File: config.mk
export PLATFORM = sky130hd
export DESIGN_NAME = smc_ctrl
export DESIGN_NICKNAME = d
export VERILOG_FILES = /design/src/rtl/smc_pkg.sv /design/src/rtl/smc_cfg_regs.sv /design/src/rtl/smc_phase_seq.sv /design/src/rtl/smc_beat_path.sv /design/src/rtl/smc_ctrl.sv
export SDC_FILE = /design/constraint.sdc
export NUM_CORES = 1
export LEC_CHECK = 0
export BUFFER_PORTS_ARGS = -buffer_cell sky130_fd_sc_hd__buf_2
export CAP_MARGIN = 10
export CORE_AREA = 2 2 172 174
export CTS_CLUSTER_DIAMETER = 150
export DETAILED_ROUTE_END_ITERATION = 16
export DIE_AREA = 0 0 174 176
export GPL_TIMING_DRIVEN = 0
export PLACE_DENSITY = 0.72
export SETUP_SLACK_MARGIN = 0.2
export SLEW_MARGIN = 10
export SYNTH_ARGS = -nofsm -noshare
export SYNTH_HDL_FRONTEND = slang
export SYNTH_SLANG_ARGS = --single-unit
File: constraint.sdc
create_clock -name clk -period 7.2 [get_ports clk]
set_input_delay 1.44 -clock clk [delete_from_list [all_inputs] [get_ports clk]]
set_output_delay 1.44 -clock clk [all_outputs]
set_load 0.02 [all_outputs]
File: src/rtl/smc_pkg.sv
package smc_pkg;
    localparam int TIM_W  = 4;
    localparam int ACC_W  = 5;
    localparam int CNT_W  = ACC_W + 1;
    localparam int BEATS  = 4;
    localparam int BEAT_W = $clog2(BEATS);
    localparam int DATA_W = 16;
    localparam int HALF_W = DATA_W / 2;

    typedef struct packed {
        logic             page_en;
        logic             wide;
        logic [TIM_W-1:0] t_pg;
        logic [TIM_W-1:0] t_ah;
        logic [TIM_W-1:0] t_ch;
        logic [ACC_W-1:0] t_acc;
        logic [TIM_W-1:0] t_cs;
        logic [TIM_W-1:0] t_as;
    } bank_cfg_t;

    localparam int CFG_W = $bits(bank_cfg_t);

    typedef enum logic [2:0] {
        PH_IDLE,
        PH_ASET,
        PH_CSSET,
        PH_ACC,
        PH_PAGE,
        PH_CSHOLD,
        PH_AHOLD
    } phase_t;
endpackage

File: src/rtl/smc_cfg_regs.sv
module smc_cfg_regs
    import smc_pkg::*;
#(
    parameter int NUM_BANKS = 4,
    localparam int BANK_W = $clog2(NUM_BANKS)
) (
    input  logic              clk,
    input  logic              rst_n,
    input  logic              wr_en,
    input  logic [BANK_W-1:0] wr_bank,
    input  bank_cfg_t         wr_cfg,
    input  logic [BANK_W-1:0] rd_bank,
    output bank_cfg_t         rd_cfg
);
    bank_cfg_t cfg_q [NUM_BANKS];

    for (genvar b = 0; b < NUM_BANKS; b++) begin : g_bank
        bank_cfg_t cfg_d;
        always_comb begin
            cfg_d = cfg_q[b];
            if (wr_en && wr_bank == BANK_W'(b)) cfg_d = wr_cfg;
        end
        always_ff @(posedge clk or negedge rst_n) begin
            if (!rst_n) cfg_q[b] <= '0;
            else        cfg_q[b] <= cfg_d;
        end
    end

    assign rd_cfg = cfg_q[rd_bank];
endmodule

File: src/rtl/smc_phase_seq.sv
module smc_phase_seq
    import smc_pkg::*;
(
    input  logic              clk,
    input  logic              rst_n,
    input  logic              start,
    input  bank_cfg_t         cfg_i,
    output phase_t            phase_o,
    output logic [BEAT_W-1:0] beat_o,
    output logic              sample_o,
    output logic              adv_o,
    output logic              done_o,
    output logic              wide_o
);
    typedef struct packed {
        phase_t            ph;
        logic [CNT_W-1:0]  cnt;
        logic [BEAT_W-1:0] beat;
        logic              done;
        bank_cfg_t         cfg;
    } seq_st_t;

    seq_st_t st_d, st_q;
    phase_t  nxt;
    logic    leave;

    function automatic logic [CNT_W-1:0] ph_len(phase_t p, bank_cfg_t c);
        case (p)
            PH_ASET:   return CNT_W'(c.t_as);
            PH_CSSET:  return CNT_W'(c.t_cs);
            PH_ACC:    return CNT_W'(c.t_acc) + 1'b1;
            PH_PAGE:   return (c.t_pg == '0) ? CNT_W'(1) : CNT_W'(c.t_pg);
            PH_CSHOLD: return CNT_W'(c.t_ch);
            PH_AHOLD:  return CNT_W'(c.t_ah);
            default:   return CNT_W'(1);
        endcase
    endfunction

    always_comb begin
        st_d     = st_q;
        st_d.done = 1'b0;
        nxt      = st_q.ph;
        leave    = 1'b0;
        sample_o = 1'b0;
        adv_o    = 1'b0;
        if (st_q.ph == PH_IDLE) begin
            if (start) begin
                st_d.cfg  = cfg_i;
                st_d.beat = '0;
                leave     = 1'b1;
                if (cfg_i.t_as != '0)      nxt = PH_ASET;
                else if (cfg_i.t_cs != '0) nxt = PH_CSSET;
                else                       nxt = PH_ACC;
            end
        end else if (st_q.cnt != '0) begin
            st_d.cnt = st_q.cnt - 1'b1;
        end else begin
            leave = 1'b1;
            case (st_q.ph)
                PH_ASET:  nxt = (st_q.cfg.t_cs != '0) ? PH_CSSET : PH_ACC;
                PH_CSSET: nxt = PH_ACC;
                PH_ACC, PH_PAGE: begin
                    sample_o = 1'b1;
                    if (st_q.cfg.page_en && st_q.beat != BEAT_W'(BEATS - 1)) begin
                        nxt       = PH_PAGE;
                        adv_o     = 1'b1;
                        st_d.beat = st_q.beat + 1'b1;
                    end else if (st_q.cfg.t_ch != '0) nxt = PH_CSHOLD;
                    else if (st_q.cfg.t_ah != '0)     nxt = PH_AHOLD;
                    else                              nxt = PH_IDLE;
                end
                PH_CSHOLD: nxt = (st_q.cfg.t_ah != '0) ? PH_AHOLD : PH_IDLE;
                default:   nxt = PH_IDLE;
            endcase
            st_d.done = (nxt == PH_IDLE);
        end
        if (leave) begin
            st_d.ph  = nxt;
            st_d.cnt = ph_len(nxt, st_d.cfg) - 1'b1;
        end
    end

    always_ff @(posedge clk or negedge rst_n) begin
        if (!rst_n) st_q <= '{ph: PH_IDLE, default: '0};
        else        st_q <= st_d;
    end

    assign phase_o = st_q.ph;
    assign beat_o  = st_q.beat;
    assign done_o  = st_q.done;
    assign wide_o  = st_q.cfg.wide;

    // captured bank configuration holds for the whole access
    p_cfg_frozen_r9: assert property (@(posedge clk) disable iff (!rst_n)
        (st_q.ph != PH_IDLE && $past(st_q.ph) != PH_IDLE) |-> $stable(st_q.cfg));
    // later beats only exist in page mode
    p_beat_page_only_r6: assert property (@(posedge clk) disable iff (!rst_n)
        (st_q.beat != '0) |-> st_q.cfg.page_en);
    // the done pulse coincides with a return to idle
    p_done_in_idle_r7: assert property (@(posedge clk) disable iff (!rst_n)
        st_q.done |-> (st_q.ph == PH_IDLE));
endmodule

File: src/rtl/smc_beat_path.sv
module smc_beat_path
    import smc_pkg::*;
#(
    parameter int OFS_W = 20
) (
    input  logic                    clk,
    input  logic                    rst_n,
    input  logic                    start,
    input  logic [OFS_W-1:0]        ofs_i,
    input  logic [BEATS*DATA_W-1:0] wdata_i,
    input  logic                    wide_i,
    input  logic [BEAT_W-1:0]       beat_i,
    input  logic                    sample_i,
    input  logic                    adv_i,
    input  logic [DATA_W-1:0]       din_i,
    output logic [OFS_W-1:0]        addr_o,
    output logic [DATA_W-1:0]       dout_o,
    output logic [BEATS*DATA_W-1:0] rdata_o
);
    typedef struct packed {
        logic [OFS_W-1:0]        addr;
        logic [BEATS*DATA_W-1:0] rbuf;
        logic [BEATS*DATA_W-1:0] wbuf;
    } bp_st_t;

    bp_st_t           bp_d, bp_q;
    logic [DATA_W-1:0] wslice;

    always_comb begin
        bp_d = bp_q;
        if (start) begin
            bp_d.addr = ofs_i;
            bp_d.rbuf = '0;
            bp_d.wbuf = wdata_i;
        end else begin
            if (sample_i)
                bp_d.rbuf[DATA_W*beat_i +: DATA_W] =
                    wide_i ? din_i : {{HALF_W{1'b0}}, din_i[HALF_W-1:0]};
            if (adv_i)
                bp_d.addr = bp_q.addr + (wide_i ? OFS_W'(2) : OFS_W'(1));
        end
    end

    always_ff @(posedge clk or negedge rst_n) begin
        if (!rst_n) bp_q <= '0;
        else        bp_q <= bp_d;
    end

    assign wslice  = bp_q.wbuf[DATA_W*beat_i +: DATA_W];
    assign dout_o  = wide_i ? wslice : {{HALF_W{1'b0}}, wslice[HALF_W-1:0]};
    assign addr_o  = bp_q.addr;
    assign rdata_o = bp_q.rbuf;
endmodule

File: src/rtl/smc_ctrl.sv
module smc_ctrl
    import smc_pkg::*;
#(
    parameter int NUM_BANKS = 4,
    parameter int OFS_W     = 20,
    localparam int BANK_W   = $clog2(NUM_BANKS)
) (
    input  logic                    clk,
    input  logic                    rst_n,
    input  logic                    cfg_we,
    input  logic [BANK_W-1:0]       cfg_bank,
    input  logic [CFG_W-1:0]        cfg_wdata,
    input  logic                    req_valid,
    output logic                    req_ready,
    input  logic [BANK_W-1:0]       req_bank,
    input  logic [OFS_W-1:0]        req_ofs,
    input  logic                    req_write,
    input  logic [BEATS*DATA_W-1:0] req_wdata,
    output logic                    done,
    output logic [BEATS*DATA_W-1:0] rd_data,
    output logic [OFS_W-1:0]        mem_addr,
    output logic [NUM_BANKS-1:0]    mem_cs_n,
    output logic                    mem_oe_n,
    output logic                    mem_we_n,
    output logic [DATA_W-1:0]       mem_dout,
    output logic                    mem_dout_en,
    input  logic [DATA_W-1:0]       mem_din
);
    typedef struct packed {
        logic [BANK_W-1:0] bank;
        logic              wr;
    } top_st_t;

    top_st_t           st_d, st_q;
    bank_cfg_t         sel_cfg;
    phase_t            phase;
    logic [BEAT_W-1:0] beat;
    logic              start, sample, adv, wide;
    logic              cs_act, strobe;

    assign req_ready = (phase == PH_IDLE);
    assign start     = req_valid && req_ready;

    smc_cfg_regs #(.NUM_BANKS(NUM_BANKS)) u_cfg (
        .clk     (clk),
        .rst_n   (rst_n),
        .wr_en   (cfg_we),
        .wr_bank (cfg_bank),
        .wr_cfg  (bank_cfg_t'(cfg_wdata)),
        .rd_bank (req_bank),
        .rd_cfg  (sel_cfg)
    );

    smc_phase_seq u_seq (
        .clk      (clk),
        .rst_n    (rst_n),
        .start    (start),
        .cfg_i    (sel_cfg),
        .phase_o  (phase),
        .beat_o   (beat),
        .sample_o (sample),
        .adv_o    (adv),
        .done_o   (done),
        .wide_o   (wide)
    );

    smc_beat_path #(.OFS_W(OFS_W)) u_path (
        .clk      (clk),
        .rst_n    (rst_n),
        .start    (start),
        .ofs_i    (req_ofs),
        .wdata_i  (req_wdata),
        .wide_i   (wide),
        .beat_i   (beat),
        .sample_i (sample),
        .adv_i    (adv),
        .din_i    (mem_din),
        .addr_o   (mem_addr),
        .dout_o   (mem_dout),
        .rdata_o  (rd_data)
    );

    always_comb begin
        st_d = st_q;
        if (start) begin
            st_d.bank = req_bank;
            st_d.wr   = req_write;
        end
    end

    always_ff @(posedge clk or negedge rst_n) begin
        if (!rst_n) st_q <= '0;
        else        st_q <= st_d;
    end

    assign cs_act = (phase == PH_CSSET) || (phase == PH_ACC) ||
                    (phase == PH_PAGE)  || (phase == PH_CSHOLD);
    assign strobe = (phase == PH_ACC) || (phase == PH_PAGE);

    for (genvar b = 0; b < NUM_BANKS; b++) begin : g_cs
        assign mem_cs_n[b] = !(cs_act && st_q.bank == BANK_W'(b));
    end

    assign mem_oe_n    = !(strobe && !st_q.wr);
    assign mem_we_n    = !(strobe && st_q.wr);
    assign mem_dout_en = cs_act && st_q.wr;

    // never more than one chip select active
    p_one_cs_r10: assert property (@(posedge clk) disable iff (!rst_n)
        $onehot0(~mem_cs_n));
    // a strobe only appears inside a chip-select window
    p_strobe_in_cs_r3: assert property (@(posedge clk) disable iff (!rst_n)
        (!mem_oe_n || !mem_we_n) |-> ($countones(~mem_cs_n) == 1));
    // read and write strobes are exclusive
    p_strobe_excl_r4: assert property (@(posedge clk) disable iff (!rst_n)
        !(!mem_oe_n && !mem_we_n));
    // data is driven only with a chip select and never during a read strobe
    p_drive_in_cs_r4: assert property (@(posedge clk) disable iff (!rst_n)
        mem_dout_en |-> (mem_oe_n && $countones(~mem_cs_n) == 1));
    // an accepted request makes the controller busy on the next cycle
    p_busy_after_accept_r8: assert property (@(posedge clk) disable iff (!rst_n)
        (req_valid && req_ready) |=> !req_ready);
    // done is a single-cycle pulse
    p_done_pulse_r7: assert property (@(posedge clk) disable iff (!rst_n)
        done |=> !done);
endmodule

-- Word-level counts from Yosys, hierarchy flattened
Index checks and enable logic that the tools add are counted.
- input bits: 136
- output and inout port bits: 109
- memories kept: 0
- word-level logic and storage cells: 171
- latch bits: 0
- bits in read-only memories: 0
- register bits: 298
- bits in writable memories: 0
- reductions and logical operators: 44
- divide/modulo/power cells: 0
- muxes and demuxes: 46
- shifts and indexed selects: 3
- eq/ne operators: 21
- $lt $le $gt $ge: 1
- bitwise logic cells: 1
- multipliers: 0
- add/sub/neg operators: 6
- operator list (kind ; count):
    84-bit 2-to-1 mux ; 1
    64-bit bitwise mux ; 1
    64-bit 2-to-1 mux ; 1
    16-bit by 34-bit variable shift with 64-bit output (first input constant) ; 1
    16-bit by 34-bit indexed part select with 64-bit output ; 1
    64-bit by 7-bit indexed part select with 16-bit output ; 1
    27-bit binary-select mux with 2-bit select ; 1
    27-bit 2-to-1 mux ; 2
    25-bit 2-to-1 mux ; 2
    6-bit case mux with 6 select lines ; 1
    6-bit negator with 34-bit output ; 1
    16-bit 2-to-1 mux ; 2
    3-bit 2-to-1 mux ; 9
    6-bit 2-to-1 mux ; 4
    20-bit adder ; 1
    20-bit 2-to-1 mux ; 1
    4-bit nonzero test ; 5
    3-bit equality test (second input constant) ; 5
    1-bit logical AND ; 13
    1-bit 2-to-1 mux ; 13
    3-bit by 2-bit equality test with 1-bit output (second input constant) ; 4
    2-bit 2-to-1 mux ; 6
    3-bit case mux with 4 select lines ; 1
    6-bit by 1-bit subtractor with 6-bit output (second input constant) ; 2
    other kinds (20) ; 43

-- Longest topological paths before layout
- word-level depth: 14
- gate-level depth with buffers: 14
- mapped depth without buffers: 13

-- Modules after synthesis
From an unflattened synthesis, not the netlist that was laid out.
- cells, all modules: 1129
- area total of the unflattened synthesis: 14617.8 um^2
- by module, submodules not included (module ; times used ; area an instance (um^2) ; seq. area each (um^2) ; cells an instance):
    smc_beat_path ; 1 ; 7070.5 ; 3703.6 ; 580
    smc_cfg_regs ; 1 ; 5078.6 ; 2702.6 ; 264
    smc_phase_seq ; 1 ; 2255.9 ; 975.9 ; 267
    smc_ctrl ; 1 ; 212.7 ; 75.1 ; 18

-- Least setup slack after synthesis
OpenSTA, ideal clock, no wires.
- path type: input-to-reg
- from: input port req_bank[0]
- to: register u_seq.st_q[34] (netlist bit)
- cell stages on the path: 13
- setup slack: 2.848 ns
- setup time: 0.130 ns
- arrival: 4.222 ns
- required time: 7.070 ns
- buffers on the path: 2
- cells stage by stage: buf_6 -> mux4_2 -> or4_1 -> a21o_1 -> and3_4 -> buf_6 -> o211ai_2 -> nand4_2 -> o32ai_4 -> ha_1 -> nand3_1 -> xnor2_1 -> a21oi_1
- word-level cells in the longest chain between the ends: 14
- elaborated cells on any way between the ends: 25
- those cells by class: add/sub: 2; eq/ne: 6; mux: 13; bitwise: 1; reduce/logical: 3
- ends and longest elaborated chain (what ; line ; RTL):
    from (decl) ; smc_ctrl.sv:15 ; input logic [BANK_W-1:0] req_bank,
    2-bit inverter with 3-bit output (implied by the code) (*) ; smc_cfg_regs.sv:29 ; assign rd_cfg = cfg_q[rd_bank];
    27-bit binary-select mux with 2-bit select (*) ; smc_cfg_regs.sv:29 ;
    27-bit 2-to-1 mux (implied by the code) (*) (2 in series) ; smc_cfg_regs.sv:29 ;
    4-bit nonzero test ; smc_phase_seq.sv:52 ; else if (cfg_i.t_cs != '0) nxt = PH_CSSET;
    1-bit 2-to-1 mux ; smc_phase_seq.sv:52 ;
    2-bit 2-to-1 mux ; smc_phase_seq.sv:51 ; if (cfg_i.t_as != '0) nxt = PH_ASET;
    3-bit 2-to-1 mux ; smc_phase_seq.sv:47 ; if (start) begin
    3-bit 2-to-1 mux ; smc_phase_seq.sv:46 ; if (st_q.ph == PH_IDLE) begin
    3-bit equality test, or another cell as far along ; smc_phase_seq.sv:28 ; case (p)
    6-bit case mux with 6 select lines (*) ; smc_phase_seq.sv:28 ;
    6-bit 2-to-1 mux (*) ; smc_phase_seq.sv:77 ; if (leave) begin
    6-bit by 1-bit subtractor with 6-bit output (*) ; smc_phase_seq.sv:79 ; st_d.cnt = ph_len(nxt, st_d.cfg) - 1'b1;
    6-bit 2-to-1 mux (*) ; smc_phase_seq.sv:77 ;
    to (signal assigned) ; smc_phase_seq.sv:85 ; else st_q <= st_d;
    to (decl) ; smc_phase_seq.sv:23 ; seq_st_t st_d, st_q;
Mark *: on every way between the ends. The rest lies on a longest branch, timed or not. The select of a mux whose other input is x is not followed.
A chain may end at the register's enable or synchronous reset.

==> results.md <==
Run status:
- The run finished with clean final reports.

CTS:
- The number of clock buffers added by TritonCTS is 31.
- Clock latency on the worst-skew pair, taken at its later pin, is 550 ps.
- Post-CTS repair changed the size of 0 cells.
- Buffers added to address setup during post-CTS repair amount to 0.
- The deepest clock path buffer count is 3.
- The clock root buffer master is clkbuf_16.
- The CTS tree is yes.
- CTS built an H-tree with a depth of 1.
- The clock drives 298 sinks.
- The clock input transition at the sequential cells of the worst setup and hold paths is 60 ps.
- The number of hold-repair buffers added at the cts stage is 0.

Pwr:
- The total power density per cell area is 271 nW/um^2.
- The highest ir drop seen on vdd is 261 uV.
- The static power due to leakage is 8.52 nW.
- The design draws 4.62 mW.

STA:
- The transition at the pin with the smallest max-transition slack is 1030 ps.
- Across the routed clock network, the largest skew measured is 16.0 ps.
- The worst path needs 4330 ps of the cycle, external delays included.
- The worst slew margin relative to its limit is 30.6%.
- The setup violation total in the final timing report is 0.
- The final-report max-slew violation count is 0.
- Adding up every negative setup slack in the final design gives 0 ps.
- The number of hold-slack violations in the final timing report is 0.
- The post-route fraction of the period consumed by the critical path is 60.2%.
- Setup repair after global routing left no endpoint under its margin.
- The maximum clock frequency is 231 MHz.

Logic synthesis:
- The cell area that synthesis handed to floorplanning was 14200 sq um.
- The average cell area after synthesis is 11.1 sq um.
- The proportion of synthesized chip area in sequential cells is 52.7%.
- In this run, synthesis produced a sequential element count of 298.
- In this run the biggest area consumer among cell types represents 52.7% of the synthesized area.
- The async set or reset register ratio after synthesis is 100%.
- The number of enable-type register cells in the synthesized netlist is 0.
- For this run, the number of Yosys warnings is 0.
- Counting every instance in the synthesized netlist gives 1276.
- The most frequently used flop master after synthesis is dfrtp_1.
- By area the synthesized netlist is led by dfrtp_1 53%, mux2_2 9.3%, nand2_1 8.1%.
- After synthesis, the netlist uses 71 different library cells.
- The largest total area in the synthesized netlist belongs to dfrtp_1.
- The total nets after synthesis is 1421.

Setup path:
- The category of the worst setup path launch point is an input pin.
- The endpoint arrival time on the critical path is 4810 ps.
- Along the worst path, the maximum fanout reaches 10.
- The number of cell instances on the worst register-to-register path is 13.
- The required time of the critical path is 7680 ps.
- The endpoint identified for the worst register-to-register timing path is u_seq.st_q[34].
- STA classifies the critical path endpoint as a register.
- The origin of the critical flop-to-flop path is u_seq.st_q[30].
- The setup check on the worst reg-to-reg path leaves a slack of 3220 ps.
- By startpoint and endpoint, the worst setup path is classified as in2reg.

Cells and area:
- The multi-input gate area in the final layout is 5730 sq um.
- The finished cells cover 17000 sq um.
- The final core utilization is 59.7%.
- The footprint of the flip-flops and latches is 7460 sq um.
- For this run, the number of standard cells in the final layout without fillers is 1967.
- In the final layout, the share of cells above drive strength 1 is 35.9%.
- The number of filler instances in the final layout is 2392.
- The area growth from synthesis to layout is 20.3%.
- At the end of the flow, the number of nets in the layout was 1699.

Hold path:
- The terminating pin of the worst hold path is u_path.bp_q[50].
- The worst hold path begins at u_path.bp_q[50].
- The worst hold-check path type is reg2reg.
- Along the worst hold path, the cell count comes to 2.

GRT:
- For this run the aggregate overflow at the end of global routing stands at 0.
- Across every metal layer, demand over resource in global routing totals 24.5%.
- The number of antenna violations at the first check in global routing is 6.
- The via count of the first global-routing pass is 11000.
- The first global-routing pass estimated 59700 microns of wire.
- Entering global routing, the biggest net connects 90 pins.

Floorplan:
- Measured along the y axis, the die boundary spans 176 microns.
- The initial utilization of the core area, before any placement, comes to 49.6%.
- The placeable core region is 28500 sq um.
- The floorplan has 62 rows.
- The die area is 30600 sq um.
- The die span in x is 174 microns.
- 245 I/O pins were placed.

Drt:
- For this run, the detailed router's first-pass iteration total came to 5.
- Wires add up to 37200 microns.
- After detailed routing, the average wire length per cell comes to 18.9 microns.
- The number of DRC markers in iteration 0 is 678.
- For this block, the via count after detailed routing is 10800.
- The count of nets left with antenna violations once routing finished came out at 0.
- In the routed design, unresolved DRC markers number 0.
- Dividing the detail-routed via count by the number of cells gives 5.47.

Placed design:
- After detailed placement, the total cell area comes to 15900 sq um.
- Summed over all nets, the half-perimeter wirelength after detailed placement is 27500 microns.
- The number of instances in the placed design is 1905.
- At the end of routability-driven placement, the weighted congestion stood at 0.909.
- Port buffering added 242 buffers.

Run:
- Max-cap violations in this run came to 0.
## synthesized netlist by cell type, types with 9 or more instances
master and n:
mux4_2 43, a31oi_1 9, nor2_1 35, a21oi_1 41
nand3_1 19, nand2_1 304, mux2_2 117, buf_4 84
and2_1 14, inv_1 15, a22o_1 32, nor3_1 12
o22ai_1 9, o21ai_0 57, dfrtp_1 298, clkbuf_1 53
mux2i_1 10, nand2b_1 10
## worst max-delay path: stages
cell      delay, ps
buf_2           240
clkbuf_1        540
clkbuf_1        570
mux4_2          440
nand2_1          90
nand2_1          70
o211ai_1        220
nand4_2         170
o32ai_4         400
ha_1            250
nand3_1          90
xnor2_1         140
a21oi_1         140
## metal layers
layer,share of wire [%],up-vias,global-route usage [%]
met5,0,-,0
met4,3.0,0,6.76
met3,5.2,83,3.49
met2,49,350,41.9
met1,43,5381,32.9
li1,-,4940,-
## layout by cell type (no fill, tap or decap), types with 12 or more instances in the layout
cell type    n
nor3_1      12
nand2_1    304
dfrtp_1    298
a22o_1      32
clkbuf_16   31
mux4_2      43
mux2_2     117
inv_1       15
nand3_1     19
and2_1      14
buf_2      245
buf_4       84
o21ai_0     57
clkbuf_1    58
nor2_1      35
a21oi_1     41
## layout make-up
type	count	area share, %
sequential	298	43.8
multi-input combinational	809	33.6
timing repair buffer	245	7.65
clock buffer	45	5.39
buffer	151	5.30
tap	384	2.82
clock inverter	11	0.955
inverter	18	0.411
antenna	6	0.0881
## power by group
group	leakage [nW]	total (mW)	switching, mW	internal (mW)
Sequential	3.89	2.04	0.137	1.91
Clock	0.525	1.68	0.654	1.02
Combinational	4.11	0.902	0.482	0.420
## worst max path at each step
stage / cells past startpoint / to / start
2_1_floorplan: 13 / u_seq.st_q[34] / req_bank[0]
3_3_place_gp: 1 / u_cfg.cfg_q[32] / rst_n
3_5_place_dp: 13 / u_seq.st_q[34] / req_bank[1]
4_1_cts: 13 / u_seq.st_q[34] / req_bank[1]
5_1_grt: 13 / u_seq.st_q[34] / req_bank[1]
6_report: 13 / u_seq.st_q[34] / req_bank[1]
## kinds of logic after synthesis
family / after synthesis / share of synthesized area [%]
XOR/XNOR: 7 / 0.433
flip-flops: 298 / 52.7
AO/OA/AOI/OAI: 182 / 8.59
AND/OR/NAND/NOR: 441 / 13.7
multiplexers: 170 / 16.9
buffers and inverters: 169 / 6.87
adder cells (fa/ha/maj): 9 / 0.849
## sequential cells by signal, indices dropped and copies added (netlist names)
| register | flops |
|---|---|
| u_path.addr_o | 20 |
| u_seq.st_q | 32 |
| u_seq.wide_o | 1 |
| u_path.bp_q | 64 |
| st_q | 3 |
| u_cfg.cfg_q | 108 |
| u_seq.phase_o | 3 |
| u_seq.beat_o | 2 |
| u_path.rdata_o | 64 |
| u_seq.done_o | 1 |
## stage by stage
step                      setup WS [ps]  hold slack [ps]
final                              2870              471
after CTS                          2850              472
after floorplan                    2850              440
after global routing               2590              490
after global placement             -820              455
after detailed placement           2280              457
No activity file was read; power rests on OpenSTA's default activity.
